<file path="src/rtl/irqc_pkg.sv">
package irqc_pkg;
  localparam int IRQC_SRC   = 14;
  localparam int IRQC_LEG   = 6;
  localparam int IRQC_DATA  = 32;

  typedef enum logic [1:0] {
    RA_FLAGS = 2'd0,
    RA_LMASK = 2'd1,
    RA_XMASK = 2'd2,
    RA_SPARE = 2'd3
  } reg_addr_e;
endpackage

</file>
<file path="src/rtl/irqc_mask_bank.sv">
module irqc_mask_bank #(
  parameter int NUM_SRC = 14,
  parameter int NUM_LEG = 6,
  parameter int DATA_W  = 32
) (
  input  logic               clk,
  input  logic               rst,
  input  logic               wr_leg,
  input  logic               wr_ext,
  input  logic [DATA_W-1:0]  cmd,
  output logic [NUM_SRC-1:0] mask_q,
  output logic [NUM_SRC-1:0] mask_nxt
);
  for (genvar n = 0; n < NUM_SRC; n++) begin : g_bit
    localparam bit IN_LEG = (n < NUM_LEG);
    logic en, do_set, do_clr;
    assign en     = wr_ext | (wr_leg & IN_LEG);
    assign do_set = en & cmd[2*n+1];
    assign do_clr = en & cmd[2*n];
    always_comb begin
      if (do_set && !do_clr)      mask_nxt[n] = 1'b1;
      else if (do_clr && !do_set) mask_nxt[n] = 1'b0;
      else                        mask_nxt[n] = mask_q[n];
    end
  end

  always_ff @(posedge clk) begin
    if (rst) mask_q <= '0;
    else     mask_q <= mask_nxt;
  end
endmodule

</file>
<file path="src/rtl/irqc_flag_bank.sv">
module irqc_flag_bank #(
  parameter int NUM_SRC = 14
) (
  input  logic               clk,
  input  logic               rst,
  input  logic [NUM_SRC-1:0] set_vec,
  input  logic [NUM_SRC-1:0] clr_vec,
  output logic [NUM_SRC-1:0] flag_q,
  output logic [NUM_SRC-1:0] flag_nxt
);
  assign flag_nxt = (flag_q & ~clr_vec) | set_vec;

  always_ff @(posedge clk) begin
    if (rst) flag_q <= '0;
    else     flag_q <= flag_nxt;
  end
endmodule

</file>
<file path="src/rtl/irqc_req_gate.sv">
module irqc_req_gate #(
  parameter int NUM_SRC = 14,
  parameter int NUM_LEG = 6
) (
  input  logic               clk,
  input  logic               rst,
  input  logic [NUM_SRC-1:0] flag_nxt,
  input  logic [NUM_SRC-1:0] mask_nxt,
  output logic               req_leg,
  output logic               req_ext
);
  logic [NUM_SRC-1:0] live;
  assign live = flag_nxt & mask_nxt;

  always_ff @(posedge clk) begin
    if (rst) begin
      req_leg <= 1'b0;
      req_ext <= 1'b0;
    end else begin
      req_leg <= |live[NUM_LEG-1:0];
      req_ext <= |live[NUM_SRC-1:NUM_LEG];
    end
  end
endmodule

</file>
<file path="src/rtl/irq_mask_ctrl.sv">
module irq_mask_ctrl
  import irqc_pkg::*;
#(
  parameter int NUM_SRC = IRQC_SRC,
  parameter int NUM_LEG = IRQC_LEG,
  parameter int DATA_W  = IRQC_DATA
) (
  input  logic                 clk,
  input  logic                 rst,
  input  logic                 wr_en,
  input  logic [1:0]           addr,
  input  logic [DATA_W-1:0]    wdata,
  output logic [DATA_W-1:0]    rdata,
  input  logic [NUM_SRC-3:0]   src_event,
  input  logic [NUM_SRC-3:0]   src_ack,
  input  logic                 card_removed,
  input  logic                 button_held,
  output logic                 irq_legacy,
  output logic                 irq_ext
);
  localparam int NUM_EVT  = NUM_SRC - 2;
  localparam int BTN_IDX  = NUM_SRC - 2;
  localparam int CARD_IDX = NUM_SRC - 1;

  reg_addr_e ra;
  assign ra = reg_addr_e'(addr);

  logic wr_flags, wr_leg, wr_ext;
  assign wr_flags = wr_en && (ra == RA_FLAGS);
  assign wr_leg   = wr_en && (ra == RA_LMASK);
  assign wr_ext   = wr_en && (ra == RA_XMASK);

  // status edge capture
  logic card_prev, btn_prev;
  always_ff @(posedge clk) begin
    if (rst) begin
      card_prev <= 1'b0;
      btn_prev  <= 1'b0;
    end else begin
      card_prev <= card_removed;
      btn_prev  <= button_held;
    end
  end

  logic [NUM_SRC-1:0] set_vec, clr_vec;
  assign set_vec = {card_removed & ~card_prev, button_held & ~btn_prev, src_event};
  assign clr_vec = {wr_flags & wdata[CARD_IDX], wr_flags & wdata[BTN_IDX], src_ack};

  logic [NUM_SRC-1:0] pend_q, pend_nxt, mask_q, mask_nxt;

  irqc_flag_bank #(.NUM_SRC(NUM_SRC)) u_flags (
    .clk(clk), .rst(rst), .set_vec(set_vec), .clr_vec(clr_vec),
    .flag_q(pend_q), .flag_nxt(pend_nxt)
  );

  irqc_mask_bank #(.NUM_SRC(NUM_SRC), .NUM_LEG(NUM_LEG), .DATA_W(DATA_W)) u_mask (
    .clk(clk), .rst(rst), .wr_leg(wr_leg), .wr_ext(wr_ext), .cmd(wdata),
    .mask_q(mask_q), .mask_nxt(mask_nxt)
  );

  irqc_req_gate #(.NUM_SRC(NUM_SRC), .NUM_LEG(NUM_LEG)) u_gate (
    .clk(clk), .rst(rst), .flag_nxt(pend_nxt), .mask_nxt(mask_nxt),
    .req_leg(irq_legacy), .req_ext(irq_ext)
  );

  // read mux, registered
  logic [DATA_W-1:0] rd_mux;
  always_comb begin
    rd_mux = '0;
    unique case (ra)
      RA_FLAGS: begin
        rd_mux[NUM_SRC-1:0] = pend_q;
        rd_mux[NUM_SRC]     = button_held;
        rd_mux[NUM_SRC+1]   = card_removed;
      end
      RA_LMASK: rd_mux[NUM_LEG-1:0] = mask_q[NUM_LEG-1:0];
      RA_XMASK: rd_mux[NUM_SRC-1:0] = mask_q;
      default:  rd_mux = '0;
    endcase
  end

  always_ff @(posedge clk) begin
    if (rst) rdata <= '0;
    else     rdata <= rd_mux;
  end

  logic unused_ok;
  assign unused_ok = ^{NUM_EVT};
endmodule

</file>
<file path="config.mk">
export PLATFORM = sky130hd
export DESIGN_NAME = irq_mask_ctrl
export DESIGN_NICKNAME = d
export VERILOG_FILES = /design/src/rtl/irqc_pkg.sv /design/src/rtl/irqc_mask_bank.sv /design/src/rtl/irqc_flag_bank.sv /design/src/rtl/irqc_req_gate.sv /design/src/rtl/irq_mask_ctrl.sv
export SDC_FILE = /design/constraint.sdc
export NUM_CORES = 1
export LEC_CHECK = 0
export BUFFER_PORTS_ARGS = -buffer_cell sky130_fd_sc_hd__buf_4
export CAP_MARGIN = 10
export CORE_UTILIZATION = 51
export DETAILED_ROUTE_END_ITERATION = 8
export GPL_TIMING_DRIVEN = 0
export HOLD_SLACK_MARGIN = 0.02
export PLACE_DENSITY = 0.95
export SYNTH_ARGS = -nofsm -noshare
export SYNTH_HDL_FRONTEND = slang
export SYNTH_SLANG_ARGS = --single-unit
</file>
<file path="constraint.sdc">
create_clock -name clk -period 3.17 [get_ports clk]
set_input_delay 0.1585 -clock clk [delete_from_list [all_inputs] [get_ports clk]]
set_output_delay 0.1585 -clock clk [all_outputs]
set_load 0.03 [all_outputs]
</file>
Word level (Yosys, flattened, before mapping)
Index checks and enable logic that the tools add are counted.
Word-level totals
  flip-flop bits (word level): 64
  bits of input ports: 63
  output and inout port bits: 34
  word-level logic and storage cells: 145
Cells by class
  equal/unequal tests: 2
  muxes and demuxes: 30
  bitwise logic cells: 40
  reductions and logical operators: 64
Operators with widths (count)
  bitwise AND 1 bit: 32
  logical AND 1 bit: 31
  bitwise AND 14 bit: 2
  logical NOT 1 bit: 28
  2-to-1 mux 1 bit: 28
  one-hot mux 8 bit (2 select lines): 1
  NOT 14 bit: 1
  bitwise OR 14 bit: 1
  one-hot mux 6 bit (2 select lines): 1
  OR reduction 8 bit: 1
  OR reduction 6 bit: 1
  OR reduction 2 bit: 2
  NOT 1 bit: 3
  equality test 2 x 1 -> 1 bit, second input constant: 1
  equality test 2 bit, second input constant: 1
  logical NOT 2 bit: 1
  bitwise OR 1 bit: 1

Logic depth before layout (Yosys ltp)
Gate-level depths: netlist (run 1).
  word-level depth: 10
  gate-level depth with buffers: 8
  depth with buffers taken out: 6

Cells and area by module
A second synthesis (run 1) with hierarchy kept.
Second synthesis, totals
  cells, all modules: 248
  area total of the unflattened synthesis: 2177.1 sq um
Modules (own cells, without submodules)
  irq_mask_ctrl: instances 1, cells an instance 85, area an instance 810.8 sq um, seq. area each 360.3 sq um
  irqc_mask_bank: instances 1, cells an instance 81, area an instance 704.4 sq um, seq. area each 280.3 sq um
  irqc_flag_bank: instances 1, cells an instance 71, area an instance 554.3 sq um, seq. area each 280.3 sq um
  irqc_req_gate: instances 1, cells an instance 11, area an instance 107.6 sq um, seq. area each 40.0 sq um

Worst setup path after synthesis (run 1)
OpenSTA, ideal clock, no wires.
  path kind: input to register
  start: input addr[0]
  end: register u_gate.req_ext
  library setup time: 0.125 ns
  data arrival time: 1.416 ns
  required time: 3.045 ns
  setup slack: 1.629 ns
  stages on the path: 8
  buffers on the path: 2
  cells stage by stage: inv_1 ha_1 buf_6 buf_12 and4b_1 a211oi_2 o22ai_1 o41a_1
Between the ends
  word-level cells in the longest chain between the ends: 9
  elaborated cells between the ends (all ways): 75
  those cells by class: 1 x eq/ne; 16 x mux; 22 x bitwise; 36 x reduce/logical
RTL lines
  from (decl): line irq_mask_ctrl.sv:11  | input logic [1:0] addr,
  equality test 2 bit: line irq_mask_ctrl.sv:31  | assign wr_ext = wr_en && (ra == RA_XMASK);
  logical AND 1 bit: line irq_mask_ctrl.sv:31
  bitwise AND 1 bit: line irqc_mask_bank.sv:18  | assign do_set = en & cmd[2*n+1];
  logical NOT 1 bit: line irqc_mask_bank.sv:22  | else if (do_clr && !do_set) mask_nxt[n] = 1'b0;
  logical AND 1 bit: line irqc_mask_bank.sv:22
  2-to-1 mux 1 bit: line irqc_mask_bank.sv:22
  2-to-1 mux 1 bit: line irqc_mask_bank.sv:21  | if (do_set && !do_clr) mask_nxt[n] = 1'b1;
  bitwise AND 14 bit (*): line irqc_req_gate.sv:13  | assign live = flag_nxt & mask_nxt;
  OR reduction 8 bit (*): line irqc_req_gate.sv:21  | req_ext <= |live[NUM_SRC-1:NUM_LEG];
  to (signal assigned): line irqc_req_gate.sv:21
  to (decl): line irqc_req_gate.sv:10  | output logic req_ext
Every way passes the cells marked *; elsewhere a longest branch is shown, timed or not.
A chain may end at the register's enable or synchronous reset.

Worst setup path in the final report (run 1)
Ends and elaborated chain as after synthesis.

==> metrics.txt, run 1 <==
top library cells by usage in the layout, fill and taps aside=sky130_fd_sc_hd__buf_4 (91), sky130_fd_sc_hd__dfxtp_1 (48), sky130_fd_sc_hd__nor2_1 (33); growth of design area from synthesis to finish=34.61%; total of endpoints with negative setup slack in the final report=0; first-pass GRT wire length=between 9000 and 10000 microns; final wirelength=6021 microns; total of flip-flops plus latches after synthesis=48; Max Root-Sink Buffers=2; number of antenna violations at the first check in global routing=0; cell at the root of the clock tree=sky130_fd_sc_hd__clkbuf_8; overall power consumption=1287 uW; highest clock rate=668.9 MHz; portion of the post-synthesis area used by sequential elements=between 40 and 50%; crit-path max FO=10; worst-skew pair later-pin latency=0.31 ns; Clock H-tree levels=2; clk_skew=0.009049 ns; share of total power consumed by net switching=~28%; final antenna-violating net count=0; Power Dens Cells=431.3 nW/um^2; Congestion Overflow GR=0; First DRT Iteration DRCs=around 180; endpoint required time on the critical path=3.38 ns; number of maximum-capacitance violations=0; post-route worst hold slack=about 0.038 ns; DR DRC count=0; Core Footprint=4086 sq um; fin nets=408; total of warnings raised by yosys=0; CTS tree=built; pin count of the biggest net entering global routing=15; Pins Over Slew Limit=0; post-cts hold buffer count=0; final count of hold timing violations=0; count of instances resized after the clock tree is built=0; synthesized area divided by synthesized cell count=9.044 sq um; number of post-CTS setup repair buffers=0; status=complete, no violations; synthesized instance count=245; arrival time of the worst setup path=1.70 ns; internal power summed over all cells=approximately 920 uW; clock buffers created by TritonCTS=5; fraction of final layout cells with drive strength greater than 1=33.92%; switching component of the power=around 360 uW; cell row count=23; number of global-route vias before repair=2071; startpoint-to-endpoint class of the critical path=primary input to flip-flop; launching element type of the critical path=primary input; CTS clock-pin slew for the worst setup and hold paths=0.09 ns; PortBufs=74; die width=67.92 microns; Relative slew margins=62.79%; diodes inserted=0; combinational share of power=20.0%; pre-CTS WS=~1.4 ns; Period Utilization, post-route=47.16%; Post-Syn Area=2216 sq um; Die ar.=4612 sq um; final RePlAce weighted congestion=roughly 0.8; IO Pins=97; slack of the critical path=1.675 ns; critical path endpoint category=flip-flop; die height=67.92 microns; routed length per placed instance=between 15 and 20 microns; sequential share of power=50.2%; Peak supply drop=0.2521 mV; core utilization of the finished layout=72.99%; most frequent standard cell in the layout excluding fill and tap cells=sky130_fd_sc_hd__buf_4; vias=about 2100; unrepaired setup endpoints after global routing=false; Yosys cell types=43; Sinks on Clock Net=48; Min-Delay Path Class=primary input to flip-flop; overall routing resource usage=27.01%; vias per cell=5.462; sum of net half-perimeters after detailed placement=4475 microns; Filler Cell Count=~340; power share of the clock group=29.9%; Tmin final=1.495 ns; detailed-routing iteration count for the pre-antenna-repair pass=4; setup TNS after final layout=0 ns; Leak Pwr=0.001381 uW; initial cell density of the core=between 50% and 60%; Worst Max-Slew Pin Slew=0.5582 ns
final timing paths:
check | start | end | slack (ns) | cells after the start
max | addr[0] | u_gate.req_ext | 1.67 | 9
max reg2reg | u_mask.mask_q[10] | u_gate.req_ext | 1.78 | 4
min reg2reg | u_flags.flag_q[1] | rdata[1] | 0.51 | 2
min | wdata[8] | u_mask.mask_q[4] | 0.04 | 2
synthesized netlist by cell type, drive strengths merged:
library cell  number  area share, %
a22oi             14            4.7
and3b              1           0.40
nand3              9            2.5
a21oi             18            4.1
conb               1           0.17
and2               5            1.4
o32ai              4            1.6
and4b              6            2.7
o21ai              5            1.6
nor2              33            5.6
a211o              1           0.40
ha                 4            2.3
o21a               7            2.4
or2                2           0.56
inv               14            2.4
nand4b             2           0.79
o22ai              5            1.4
nand2b             1           0.28
nand3b             1           0.34
o22a               2           0.79
a41oi              1           0.40
a31oi              4            1.1
o221ai             1           0.40
a211oi             6            3.2
o211ai             1           0.34
and3               2           0.56
nor2b              9            2.5
nor3               3           0.68
nand2              3           0.51
a31o               1           0.40
o41a               1           0.51
nor3b              1           0.34
clkbuf             8            1.7
dfxtp             48             43
buf               21            7.6
critical path: stages:
cell	delay, ns
sky130_fd_sc_hd__buf_4	0.13
sky130_fd_sc_hd__inv_1	0.08
sky130_fd_sc_hd__ha_1	0.16
sky130_fd_sc_hd__buf_6	0.14
sky130_fd_sc_hd__buf_12	0.14
sky130_fd_sc_hd__nand3_2	0.07
sky130_fd_sc_hd__a211oi_2	0.27
sky130_fd_sc_hd__o22ai_1	0.14
sky130_fd_sc_hd__o41a_1	0.42
area by class of cell:
| type | instances | area (sq um) | area share [%] |
|---|---|---|---|
| inverters | 14 | 52.55 | 1.762 |
| clock buffers | 6 | 82.58 | 2.768 |
| repair buffers | 74 | 555.5 | 18.62 |
| multi-input cells | 169 | 1052 | 35.28 |
| well taps | 50 | 62.56 | 2.097 |
| plain buffers | 29 | 206.4 | 6.921 |
| clock inverters | 2 | 10.01 | 0.3356 |
| flip-flops and latches | 48 | 960.9 | 32.21 |
through the flow:
stage                     cell area (sq um)  instances
final                                  2983        392
after floorplan                        2272        260
after global placement                 2890        384
after CTS                              2983        392
after global routing                   2983        392
after detailed placement               2890        384
sequential cells by signal (all words and copies together), names as in the netlist:
signal,flops
card_prev,1
u_gate.req_ext,1
u_flags.flag_q,14
u_mask.mask_q,14
rdata,16
btn_prev,1
u_gate.req_leg,1
per-layer routing:
metal	wire length (microns)	share of wire [%]	up-vias	GRT usage (%)
li1	-	-	1026	-
met1	2443	41	988	30.64
met2	2972	49	112	48.51
met3	480	8.0	15	5.833
met4	125	2.1	0	11.20
met5	0	0	-	0
cells by family (layout without fill, tap and decap cells):
group	Yosys count	after routing	synth area share (%)
AOI/OAI and AO/OA	71	71	23.32
adders and majority gates	4	4	2.259
buffers and inverters	43	125	11.69
DFF	48	48	43.37
other	1	16	0.1692
and+or+nand+nor	78	78	19.20
power by group through the flow:
stage	clock, uW	combinational (uW)	sequential [uW]
finish	384	257	645
global placement	0	245	657
detailed placement	0	253	659
floorplan	0	136	671
CTS	383	254	645
global route	406	276	648
Power figures use the tool's default switching activity.
==> inputs of run 2 (changes only) <==
--- a/config.mk
+++ b/config.mk
@@ -7,11 +7,11 @@
 export LEC_CHECK = 0
 export BUFFER_PORTS_ARGS = -buffer_cell sky130_fd_sc_hd__buf_4
 export CAP_MARGIN = 10
-export CORE_UTILIZATION = 51
+export CORE_UTILIZATION = 42
 export DETAILED_ROUTE_END_ITERATION = 8
 export GPL_TIMING_DRIVEN = 0
 export HOLD_SLACK_MARGIN = 0.02
-export PLACE_DENSITY = 0.95
+export PLACE_DENSITY = 0.87
 export SYNTH_ARGS = -nofsm -noshare
 export SYNTH_HDL_FRONTEND = slang
 export SYNTH_SLANG_ARGS = --single-unit
==> constraint.sdc (replaced) <==
create_clock -name clk -period 1.2 [get_ports clk]
set_input_delay 0.06 -clock clk [delete_from_list [all_inputs] [get_ports clk]]
set_output_delay 0.06 -clock clk [all_outputs]
set_load 0.03 [all_outputs]
==> metrics.txt, run 2 (synthesized netlist as in run 1, its figures left out) <==
power share of the clock group=28.8% (was 29.9%); status=complete, but fails checks (was complete, no violations); CTS tree=built (unchanged); internal power summed over all cells=2533 uW (was 923.3 uW); startpoint-to-endpoint class of the critical path=flip-flop to flip-flop (was primary input to flip-flop); max FFs per register=16 (unchanged); total of endpoints with negative setup slack in the final report=2 (was 0); combinational share of power=22.7% (was 20.0%); critical path endpoint category=flip-flop (unchanged); Congestion Overflow GR=0 (unchanged); Worst Hold Launch=src_event[11] (was wdata[8]); clk_skew=0.003699 ns (was 0.009049 ns); most frequent standard cell in the layout excluding fill and tap cells=sky130_fd_sc_hd__buf_4 (unchanged); multi-input logic area=1156 sq um (was 1052 sq um); top flop regs=rdata x16, u_flags.flag_q x14, u_mask.mask_q x14 (unchanged); fraction of final layout cells with drive strength greater than 1=39.51% (was 33.92%); pin count of the biggest net entering global routing=14 (was 15); cell depth of the worst flop-to-flop path=4 (unchanged); crit-path max FO=3 (was 10); final antenna-violating net count=0 (unchanged); Die ar.=5570 sq um (was 4612 sq um); final count of hold timing violations=2 (was 0); initial cell density of the core=43.39% (was 54.23%); Tmin final=1.353 ns; cell at the root of the clock tree=sky130_fd_sc_hd__clkbuf_8 (unchanged); sum of net half-perimeters after detailed placement=4129 microns (was 4475 microns); final wirelength=6204 microns (was 6021 microns); share of total power consumed by net switching=27.90% (was 28.24%); number of global-route vias before repair=2067 (was 2071); number of maximum-capacitance violations=0 (unchanged); final RePlAce weighted congestion=0.7963 (was 0.7954); worst r2r dst=u_gate.req_ext (unchanged); PortBufs=74 (unchanged); Leak Pwr=0.001520 uW (was 0.001381 uW); Max Root-Sink Buffers=2 (unchanged); Power Dens Cells=1046 nW/um^2 (was 431.3 nW/um^2); number of standard cells in the final layout excluding fillers=437 (was 392); worst-skew pair later-pin latency=0.30 ns (was 0.31 ns); post-route worst hold slack=-0.01629 ns (was 0.03832 ns); Relative slew margins=60.83% (was 62.79%); first-pass GRT wire length=8997 microns (was 9308 microns); clock buffers created by TritonCTS=5 (unchanged); sequential cell area=967.2 sq um (was 960.9 sq um); highest clock rate=739.3 MHz; overall routing resource usage=21.59% (was 27.01%); arrival time of the worst setup path=1.54 ns (was 1.70 ns); routed length per placed instance=14.20 microns (was 15.36 microns); diodes inserted=0 (unchanged); unrepaired setup endpoints after global routing=true (was false); DR DRC count=0 (unchanged); post-cts hold buffer count=13 (was 0); cell row count=26 (was 23); reg-to-reg critical path startpoint=u_mask.mask_q[10] (unchanged); vias=2218 (was 2141); Min-Delay Path Class=primary input to flip-flop (unchanged); cell count of the worst hold path=3 (was 2); die width=74.64 microns (was 67.92 microns); fin nets=433 (was 408); growth of design area from synthesis to finish=51.55% (was 34.61%); Pins Over Slew Limit=0 (unchanged); CTS clock-pin slew for the worst setup and hold paths=0.09 ns (about the same); internal reg-to-reg setup slack=-0.15 ns (was 1.78 ns); sequential share of power=48.6% (was 50.2%); Sinks on Clock Net=48 (unchanged); Worst Max-Slew Pin Slew=0.5876 ns (was 0.5582 ns); Period Utilization, post-route=112.7%; register with the highest flop count=rdata (unchanged); number of antenna violations at the first check in global routing=0 (unchanged); number of cells after detailed placement=404 (was 384); Filler Cell Count=432 (was 337); launching element type of the critical path=flip-flop (was primary input); First DRT Iteration DRCs=162 (was 183); die height=74.64 microns (was 67.92 microns); endpoint required time on the critical path=1.39 ns (was 3.38 ns); endpoint with the worst hold slack=u_flags.flag_q[11] (was u_mask.mask_q[4]); switching component of the power=980.2 uW (was 363.3 uW); Peak supply drop=0.5646 mV (was 0.2521 mV); violated checks=hold timing, setup timing; vias per cell=5.076 (was 5.462); overall power consumption=3513 uW (was 1287 uW); top library cells by usage in the layout, fill and taps aside=sky130_fd_sc_hd__buf_4 (103), sky130_fd_sc_hd__dfxtp_1 (43), sky130_fd_sc_hd__nor2_1 (33) (was sky130_fd_sc_hd__buf_4 (91), sky130_fd_sc_hd__dfxtp_1 (48), sky130_fd_sc_hd__nor2_1 (33)); slack of the critical path=-0.1526 ns (was 1.675 ns); Core Footprint=5107 sq um (was 4086 sq um); IO Pins=97 (unchanged); detailed-routing iteration count for the pre-antenna-repair pass=4 (unchanged); Critical Path Source=u_mask.mask_q[10] (was addr[0]); Clock H-tree levels=2 (unchanged)
-- run 2: per-layer routing --
| metal | track usage (%) | wire (microns) |
|---|---|---|
| met1 | 25.52 | 2497 |
| met2 | 36.94 | 3065 |
| met3 | 6.024 | 498 |
| met4 | 8.805 | 143 |
| met5 | 0 | 0 |
-- run 2: power groups by stage --
| stage | combinational (uW) | sequential [uW] | clock [uW] |
|---|---|---|---|
| final | 796 | 1710 | 1010 |
| after global routing | 855 | 1710 | 1080 |
| after CTS | 744 | 1700 | 1020 |
| after detailed placement | 671 | 1740 | 0 |
| after global placement | 661 | 1740 | 0 |
| after floorplan | 363 | 1770 | 0 |
-- run 2: stage by stage --
step,setup WS (ns),area (sq um),util [%],setup TNS (ns)
after CTS,-0.1097,3252,63.67,-0.1420
after detailed placement,-0.4664,2940,57.57,-3.775
after floorplan,-0.1943,2297,-,-0.2472
after global routing,-0.2099,3358,65.75,-0.4044
after global placement,-0.4388,2940,57.57,-3.138
final,-0.1526,3358,65.75,-0.2383
-- run 2: cell type report --
| type | count | area share, % |
|---|---|---|
| plain buffers | 28 | 5.887 |
| clock buffers | 8 | 2.683 |
| inverters | 14 | 1.937 |
| multi-input cells | 169 | 34.43 |
| flip-flops and latches | 48 | 28.80 |
| well taps | 70 | 2.608 |
| repair buffers | 100 | 23.66 |
-- run 2: worst max-delay path by stage --
stage                          end  cells after the start
detailed placement  u_gate.req_ext                      9
finish              u_gate.req_ext                      4
CTS                 u_gate.req_ext                      4
global route        u_gate.req_ext                      4
global placement    u_gate.req_ext                      9
floorplan           u_gate.req_ext                      8
-- run 2: worst max-delay path, cell delays in order, from the launching register on --
cell                       delay (ns)
sky130_fd_sc_hd__dfxtp_2         0.35
sky130_fd_sc_hd__and2_4          0.14
sky130_fd_sc_hd__a211oi_4        0.19
sky130_fd_sc_hd__o22ai_2         0.14
sky130_fd_sc_hd__o41a_1          0.41
-- run 2: repair_timing --
| item | 4_1_cts | 5_1_grt |
|---|---|---|
| endpoints found under the setup margin | 2 | 5 |
| endpoints found under the hold margin | 18 | 3 |
| setup buffers | 10 | 3 |
| resized for setup | 10 | 19 |
| pin swaps | 11 | 11 |
